[config.mk]
export PLATFORM = sky130hd
export DESIGN_NAME = dtg_timing_top
export DESIGN_NICKNAME = d
export VERILOG_FILES = /design/src/rtl/dtg_pkg.sv /design/src/rtl/dtg_hcounter.sv /design/src/rtl/dtg_vcounter.sv /design/src/rtl/dtg_mode_latch.sv /design/src/rtl/dtg_irq_status.sv /design/src/rtl/dtg_timing_top.sv
export SDC_FILE = /design/constraint.sdc
export NUM_CORES = 1
export LEC_CHECK = 0
export BUFFER_PORTS_ARGS = -buffer_cell sky130_fd_sc_hd__buf_2
export CORE_AREA = 2 2 101 103
export DETAILED_ROUTE_END_ITERATION = 12
export DIE_AREA = 0 0 103 105
export GPL_TIMING_DRIVEN = 1
export PLACE_DENSITY_LB_ADDON = 0.25
export REMOVE_ABC_BUFFERS = 1
export SYNTH_ARGS = -nofsm -noshare
export SYNTH_HDL_FRONTEND = slang
export SYNTH_HIERARCHICAL = 1
export SYNTH_SLANG_ARGS = --single-unit
[constraint.sdc]
create_clock -name clk -period 2.6 [get_ports clk]
set_input_delay 0.13 -clock clk [delete_from_list [all_inputs] [get_ports clk]]
set_output_delay 0.13 -clock clk [all_outputs]
set_load 0.005 [all_outputs]
[src/rtl/dtg_pkg.sv]
package dtg_pkg;
  localparam int CNT_W = 12;
  localparam int RGB_W = 24;
  localparam int N_PTS = 6;
  localparam int HB_BIT = 16;
  localparam int VB_BIT = 17;

  typedef enum logic [2:0] {
    M_SYNC  = 3'd0,
    M_BACK  = 3'd1,
    M_LBORD = 3'd2,
    M_IMAGE = 3'd3,
    M_RBORD = 3'd4,
    M_FRONT = 3'd5
  } dtg_mode_e;
endpackage

[src/rtl/dtg_hcounter.sv]
module dtg_hcounter #(
  parameter int CW = 12
) (
  input  logic          clk,
  input  logic          rst_n,
  input  logic          pix_en,
  input  logic [CW-1:0] h_total,
  output logic [CW-1:0] hcount,
  output logic          line_end
);
  logic [CW-1:0] cnt_q, cnt_d;

  assign line_end = pix_en && (cnt_q >= h_total);

  always_comb begin
    cnt_d = cnt_q;
    if (pix_en) begin
      if (cnt_q >= h_total) cnt_d = '0;
      else                  cnt_d = cnt_q + 1'b1;
    end
  end

  always_ff @(posedge clk or negedge rst_n) begin
    if (!rst_n) cnt_q <= '0;
    else        cnt_q <= cnt_d;
  end

  assign hcount = cnt_q;

  assert_hold_R1: assert property (@(posedge clk) disable iff (!rst_n)
    !pix_en |=> $stable(hcount));
  assert_wrap_R1: assert property (@(posedge clk) disable iff (!rst_n)
    line_end |=> (hcount == '0));
endmodule

[src/rtl/dtg_vcounter.sv]
module dtg_vcounter #(
  parameter int CW = 12
) (
  input  logic          clk,
  input  logic          rst_n,
  input  logic          line_end,
  input  logic [CW-1:0] v_total,
  output logic [CW-1:0] vcount,
  output logic          frame_end
);
  logic [CW-1:0] cnt_q, cnt_d;

  assign frame_end = line_end && (cnt_q >= v_total);

  always_comb begin
    cnt_d = cnt_q;
    if (line_end) begin
      if (cnt_q >= v_total) cnt_d = '0;
      else                  cnt_d = cnt_q + 1'b1;
    end
  end

  always_ff @(posedge clk or negedge rst_n) begin
    if (!rst_n) cnt_q <= '0;
    else        cnt_q <= cnt_d;
  end

  assign vcount = cnt_q;

  assert_vhold_R2: assert property (@(posedge clk) disable iff (!rst_n)
    !line_end |=> $stable(vcount));
  assert_vwrap_R2: assert property (@(posedge clk) disable iff (!rst_n)
    frame_end |=> (vcount == '0));
endmodule

[src/rtl/dtg_mode_latch.sv]
module dtg_mode_latch
  import dtg_pkg::*;
#(
  parameter int CW = 12
) (
  input  logic                   clk,
  input  logic                   rst_n,
  input  logic                   pix_en,
  input  logic [CW-1:0]          hcount,
  input  logic [N_PTS-1:0][CW-1:0] pts,
  output dtg_mode_e              mode
);
  dtg_mode_e           mode_q, mode_d, winner;
  logic [N_PTS-1:0]    hit, hit_eff;
  logic                any_hit;

  // one comparator per compare point, indexed by the mode it enters
  for (genvar g = 0; g < N_PTS; g++) begin : g_cmp
    assign hit[g] = (hcount == pts[g]);
  end

  always_comb begin
    hit_eff = hit;
    // left border only takes the controller out of back porch
    hit_eff[M_LBORD] = hit[M_LBORD] && (mode_q == M_BACK);
    any_hit = |hit_eff;
    winner  = mode_q;
    // ascending scan: the highest code that fires wins
    for (int i = 0; i < N_PTS; i++) begin
      if (hit_eff[i]) winner = dtg_mode_e'(3'(i));
    end
    // zero-length back porch when the border point lies below it
    if (any_hit && winner == M_BACK && pts[M_LBORD] < pts[M_BACK])
      winner = M_LBORD;
  end

  always_comb begin
    mode_d = mode_q;
    if (pix_en) mode_d = winner;
  end

  always_ff @(posedge clk or negedge rst_n) begin
    if (!rst_n) mode_q <= M_FRONT;
    else        mode_q <= mode_d;
  end

  assign mode = mode_q;

  assert_mode_hold_R3: assert property (@(posedge clk) disable iff (!rst_n)
    !pix_en |=> $stable(mode));
  assert_mode_legal_R3: assert property (@(posedge clk) disable iff (!rst_n)
    mode <= M_FRONT);
  assert_front_wins_R4: assert property (@(posedge clk) disable iff (!rst_n)
    (pix_en && hcount == pts[M_FRONT]) |=> (mode == M_FRONT));
  assert_no_sync_R5: assert property (@(posedge clk) disable iff (!rst_n)
    (pix_en && hcount == pts[M_SYNC] && pts[M_BACK] == pts[M_SYNC])
      |=> (mode != M_SYNC));
endmodule

[src/rtl/dtg_irq_status.sv]
module dtg_irq_status
  import dtg_pkg::*;
(
  input  logic        clk,
  input  logic        rst_n,
  input  logic        line_set,
  input  logic        frame_set,
  input  logic        wr,
  input  logic [31:0] wdata,
  output logic [31:0] status
);
  logic [1:0] flag_q, flag_d, set_v, clr_v;

  assign set_v = {frame_set, line_set};
  assign clr_v = wr ? {wdata[VB_BIT], wdata[HB_BIT]} : 2'b00;

  always_comb begin
    // a set in the same cycle overrides the acknowledge
    flag_d = set_v | (flag_q & ~clr_v);
  end

  always_ff @(posedge clk or negedge rst_n) begin
    if (!rst_n) flag_q <= '0;
    else        flag_q <= flag_d;
  end

  always_comb begin
    status         = '0;
    status[HB_BIT] = flag_q[0];
    status[VB_BIT] = flag_q[1];
  end

  assert_hset_R10: assert property (@(posedge clk) disable iff (!rst_n)
    line_set |=> status[HB_BIT]);
  assert_hclr_R10: assert property (@(posedge clk) disable iff (!rst_n)
    (wr && wdata[HB_BIT] && !line_set) |=> !status[HB_BIT]);
  assert_vclr_R10: assert property (@(posedge clk) disable iff (!rst_n)
    (wr && wdata[VB_BIT] && !frame_set) |=> !status[VB_BIT]);
endmodule

[src/rtl/dtg_timing_top.sv]
module dtg_timing_top
  import dtg_pkg::*;
#(
  parameter int CW   = CNT_W,
  parameter int CLRW = RGB_W
) (
  input  logic            clk,
  input  logic            rst_n,
  input  logic            pix_en,
  input  logic [CW-1:0]   h_total,
  input  logic [CW-1:0]   h_sync_pt,
  input  logic [CW-1:0]   h_back_pt,
  input  logic [CW-1:0]   h_lbord_pt,
  input  logic [31:0]     h_image_pts,
  input  logic [CW-1:0]   h_front_pt,
  input  logic [CW-1:0]   v_total,
  input  logic [31:0]     fill_color,
  input  logic            stat_wr,
  input  logic [31:0]     stat_wdata,
  output logic [2:0]      mode_o,
  output logic            hsync_o,
  output logic            pix_req_o,
  output logic            border_sel_o,
  output logic [CLRW-1:0] border_rgb_o,
  output logic [CW-1:0]   hcount_o,
  output logic [CW-1:0]   vcount_o,
  output logic [31:0]     stat_o
);
  localparam int HI_LSB = 16;

  logic       rs1_q, rs2_q, rst_int_n;
  logic       line_end, frame_end;
  logic [N_PTS-1:0][CW-1:0] pts;
  dtg_mode_e  mode;

  // asynchronous assert, synchronous release
  always_ff @(posedge clk or negedge rst_n) begin
    if (!rst_n) begin
      rs1_q <= 1'b0;
      rs2_q <= 1'b0;
    end else begin
      rs1_q <= 1'b1;
      rs2_q <= rs1_q;
    end
  end
  assign rst_int_n = rs2_q;

  always_comb begin
    pts          = '0;
    pts[M_SYNC]  = h_sync_pt;
    pts[M_BACK]  = h_back_pt;
    pts[M_LBORD] = h_lbord_pt;
    pts[M_IMAGE] = h_image_pts[CW-1:0];
    pts[M_RBORD] = h_image_pts[HI_LSB+CW-1:HI_LSB];
    pts[M_FRONT] = h_front_pt;
  end

  dtg_hcounter #(.CW(CW)) u_hcnt (
    .clk(clk), .rst_n(rst_int_n), .pix_en(pix_en), .h_total(h_total),
    .hcount(hcount_o), .line_end(line_end)
  );

  dtg_vcounter #(.CW(CW)) u_vcnt (
    .clk(clk), .rst_n(rst_int_n), .line_end(line_end), .v_total(v_total),
    .vcount(vcount_o), .frame_end(frame_end)
  );

  dtg_mode_latch #(.CW(CW)) u_mode (
    .clk(clk), .rst_n(rst_int_n), .pix_en(pix_en), .hcount(hcount_o),
    .pts(pts), .mode(mode)
  );

  dtg_irq_status u_stat (
    .clk(clk), .rst_n(rst_int_n), .line_set(line_end), .frame_set(frame_end),
    .wr(stat_wr), .wdata(stat_wdata), .status(stat_o)
  );

  assign mode_o       = mode;
  assign hsync_o      = (mode == M_SYNC);
  assign pix_req_o    = (mode == M_IMAGE);
  assign border_sel_o = (mode == M_LBORD) || (mode == M_RBORD);
  assign border_rgb_o = border_sel_o ? fill_color[CLRW-1:0] : '0;

  assert_outs_excl_R8: assert property (@(posedge clk) disable iff (!rst_int_n)
    $onehot0({hsync_o, pix_req_o, border_sel_o}));
  assert_rgb_zero_R9: assert property (@(posedge clk) disable iff (!rst_int_n)
    !border_sel_o |-> (border_rgb_o == '0));
endmodule

==> results.cfg <==
[outcome]
status = finished clean

[global_route]
grt_max_degree = 31
grt_pass1_wl_um = 17400
grt_antenna_before_repair = 0
track_usage_pct = 20.4
overflow = 0
first_global_vias = 3685

[clocking]
cts.sinks = 31
cts.repair.resized = 0
post-cts-setup-buffers = 0
clk_pin_slew_ns = 0.07
postCtsHoldBufs = 1
htreeDepth = 2
clk_latency_ns = 0.28
cts-buffers-inserted = 5
cts_buffer_depth = 2
root_buffer = clkbuf_8
cts_tree = yes

[sta]
fmax_mhz = 424
rsz0062_at_grt = no
skew_ns = 0.00461
hold_violations = 0
finalSetupTns_ns = 0
min_period_ns = 2.36
hold_ws_ns = 0.133
slew_viol_final = 0
setup_viol = 0
fin_crit_sh_pct = 90.6

[pwr]
finalPower_mw = 2.30
p_leak_nw = 2.59
p_per_area_mw_per_mm2 = 462
irDropWorstVdd_mv = 0.355

[synth]
synth_seq_cells = 31
async_flop_share_pct = 100
ys.flop_type = dfrtp_1
synthTopCellsByArea = dfrtp_1, xnor2_1, ha_1, nor3b_2, buf_4
synth_area_sq_mm = 0.00398
netlist.top_cell.by_area = dfrtp_1
synth_cell_types = 47
netlist.area_leader.share_pct = 18.2
yosys_warnings = 6
synth-edff-count = 0
synth-seq-area-share_pct = 19.6
netlist_instances = 450
avgSynthCellArea_sq_um = 8.84

[critical_path]
path_class = reg -> reg
worstPathArrival_ns = 2.51
r2r_slack_ns = 0.24
crit_fanout = 7
cpMostUsedCell = nor2_1
cp_top_family = simple AND/OR/NAND/NOR gates
crit_buf_inv = 1
slowest_delay_ns = 0.40
critPathSlowestCell = dfrtp_1
start_kind = flip-flop
worstPathRequired_ns = 2.75
cp-end-kind = flip-flop
path_cells = ha_1 > nand2_1 > o21ai_0 > nand2b_1 > a21boi_4 > buf_4 > nand4_1 > nor2_1 > xnor2_1 > nor2_1

[die]
dieArea_sq_mm = 0.0108
rows = 36
core_area_sq_mm = 0.00964
die_h_um = 105
die_w_um = 103
initial_core_util_pct = 41.3
ioPinCount = 258

[detailed_routing]
wl_met1_um = 4620
drt_iter0_markers = 152
wl_met3_um = 837
wl_met2_um = 5890
wl_per_cell_um = 14.9
drt-total-wl_um = 11500
topRoutingLayerUsed = met4
drc = 0
drt_first_pass_iters = 4
vias = 3730
viasPerCell = 4.84
ant_nets = 0

[final_layout]
diodes = 0
syn2layout_area_growth_pct = 24.9
final_nets = 846
drive_above_1_share_pct = 39.8
nFillCells = 939
fin_area_sq_mm = 0.00497

[placed_design]
place_area_sq_mm = 0.00488
hpwl_um = 9300
finalWeightedCongestion = 0.887
port_buffers = 181

[hold_path]
hold_path_class = in -> reg

[flow_run]
max-cap-violations = 0
[flip-flops by register name, summed over array words and instances (netlist names)]
register and flops:
u_vcnt/vcount 12, rs2_q 1, rs1_q 1, u_mode/mode 3, u_stat/flag_q 2, u_hcnt/hcount 12
[power breakdown]
part	internal, mW	switching (mW)	leakage (nW)
registers	0.548	0.0504	0.398
logic	0.609	0.720	2.15
clock network	0.188	0.182	0.0422
total	1.35	0.952	2.59
[metrics by stage]
stage,worst slack (ns),cells,util [%]
after global routing,0.0525,771,51.6
after floorplan,0.147,430,-
after CTS,0.268,771,51.6
after global placement,0.319,762,50.6
final,0.243,771,51.6
after detailed placement,0.286,762,50.6
[worst paths after layout]
check                      cells after the start          endpoint        startpoint
setup reg to reg                              10  u_vcnt/vcount[7]  u_hcnt/hcount[7]
setup / recovery                              10  u_vcnt/vcount[7]  u_hcnt/hcount[7]
hold reg to reg                                1  u_vcnt/vcount[0]             rs2_q
hold / removal                                 3  u_stat/flag_q[0]    stat_wdata[16]
min in group asynchronous                      2             rs1_q             rst_n
max in group asynchronous                      1    u_mode/mode[2]             rs2_q
[cell type report]
cell class	instances	area, sq um	share of cell area, %
Clock inverter	1	5.00	0.101
Sequential cell	31	778	15.7
Clock buffer	7	76.3	1.54
Multi-Input combinational cell	360	2750	55.3
Tap cell	133	166	3.35
Timing Repair Buffer	200	1050	21.1
Inverter	39	146	2.94
[worst min-delay path, delay by kind of cell]
family | cells | cell delay, ns
and+or+nand+nor | 1 | 0.06
AOI/OAI and AO/OA | 1 | 0.10
buffers and inverters | 1 | 0.09
[per-layer routing]
| metal | vias up | GRT usage, % |
|---|---|---|
| met4 | 0 | 5.36 |
| met2 | 143 | 37.0 |
| li1 | 1837 | - |
| met3 | 8 | 2.74 |
| met5 | - | 0 |
| met1 | 1742 | 24.8 |
[cells in the final DEF, fill, tap and decap left out, types with 6 or more instances in the layout]
master	Yosys	routed
conb_1	2	31
xnor2_1	58	58
nor3_1	6	6
a21oi_1	12	12
nor3b_1	9	9
nor2_1	37	37
xnor2_2	9	9
ha_1	37	37
dfrtp_1	29	29
inv_1	39	39
nand3_1	8	8
o21ai_0	15	15
nand4_1	29	29
xor2_1	24	24
nand2_1	23	23
nor3b_2	20	20
buf_4	31	18
buf_2	3	181
[synthesized netlist by cell type (2+ instances only)]
cell      number
nand4_1       29
xor2_1        24
o21ai_0       15
o211ai_1       3
and3_1         2
buf_6         15
a21oi_1       12
dfrtp_1       29
nor4_1         4
ha_1          37
xnor2_2        9
conb_1         2
nor3b_2       20
a21oi_2        2
buf_2          3
inv_1         39
dfstp_2        2
buf_4         31
a21boi_4       2
nor3_1         6
nor3b_1        9
a41o_2         2
nand3_1        8
a21o_1         2
nor3_2         5
nand2_1       23
nor2_1        37
xnor2_1       58
a211oi_1       2
[cells by family after synthesis]
| logic type | share of synthesized area [%] |
|---|---|
| AOI/OAI and AO/OA | 8.14 |
| xor gates and xnor gates | 21.7 |
| adders and majority gates | 11.6 |
| buffers and inverters | 14.1 |
| DFF | 19.6 |
| other | 0.189 |
| and+or+nand+nor | 24.6 |
Power figures use the tool's default switching activity.
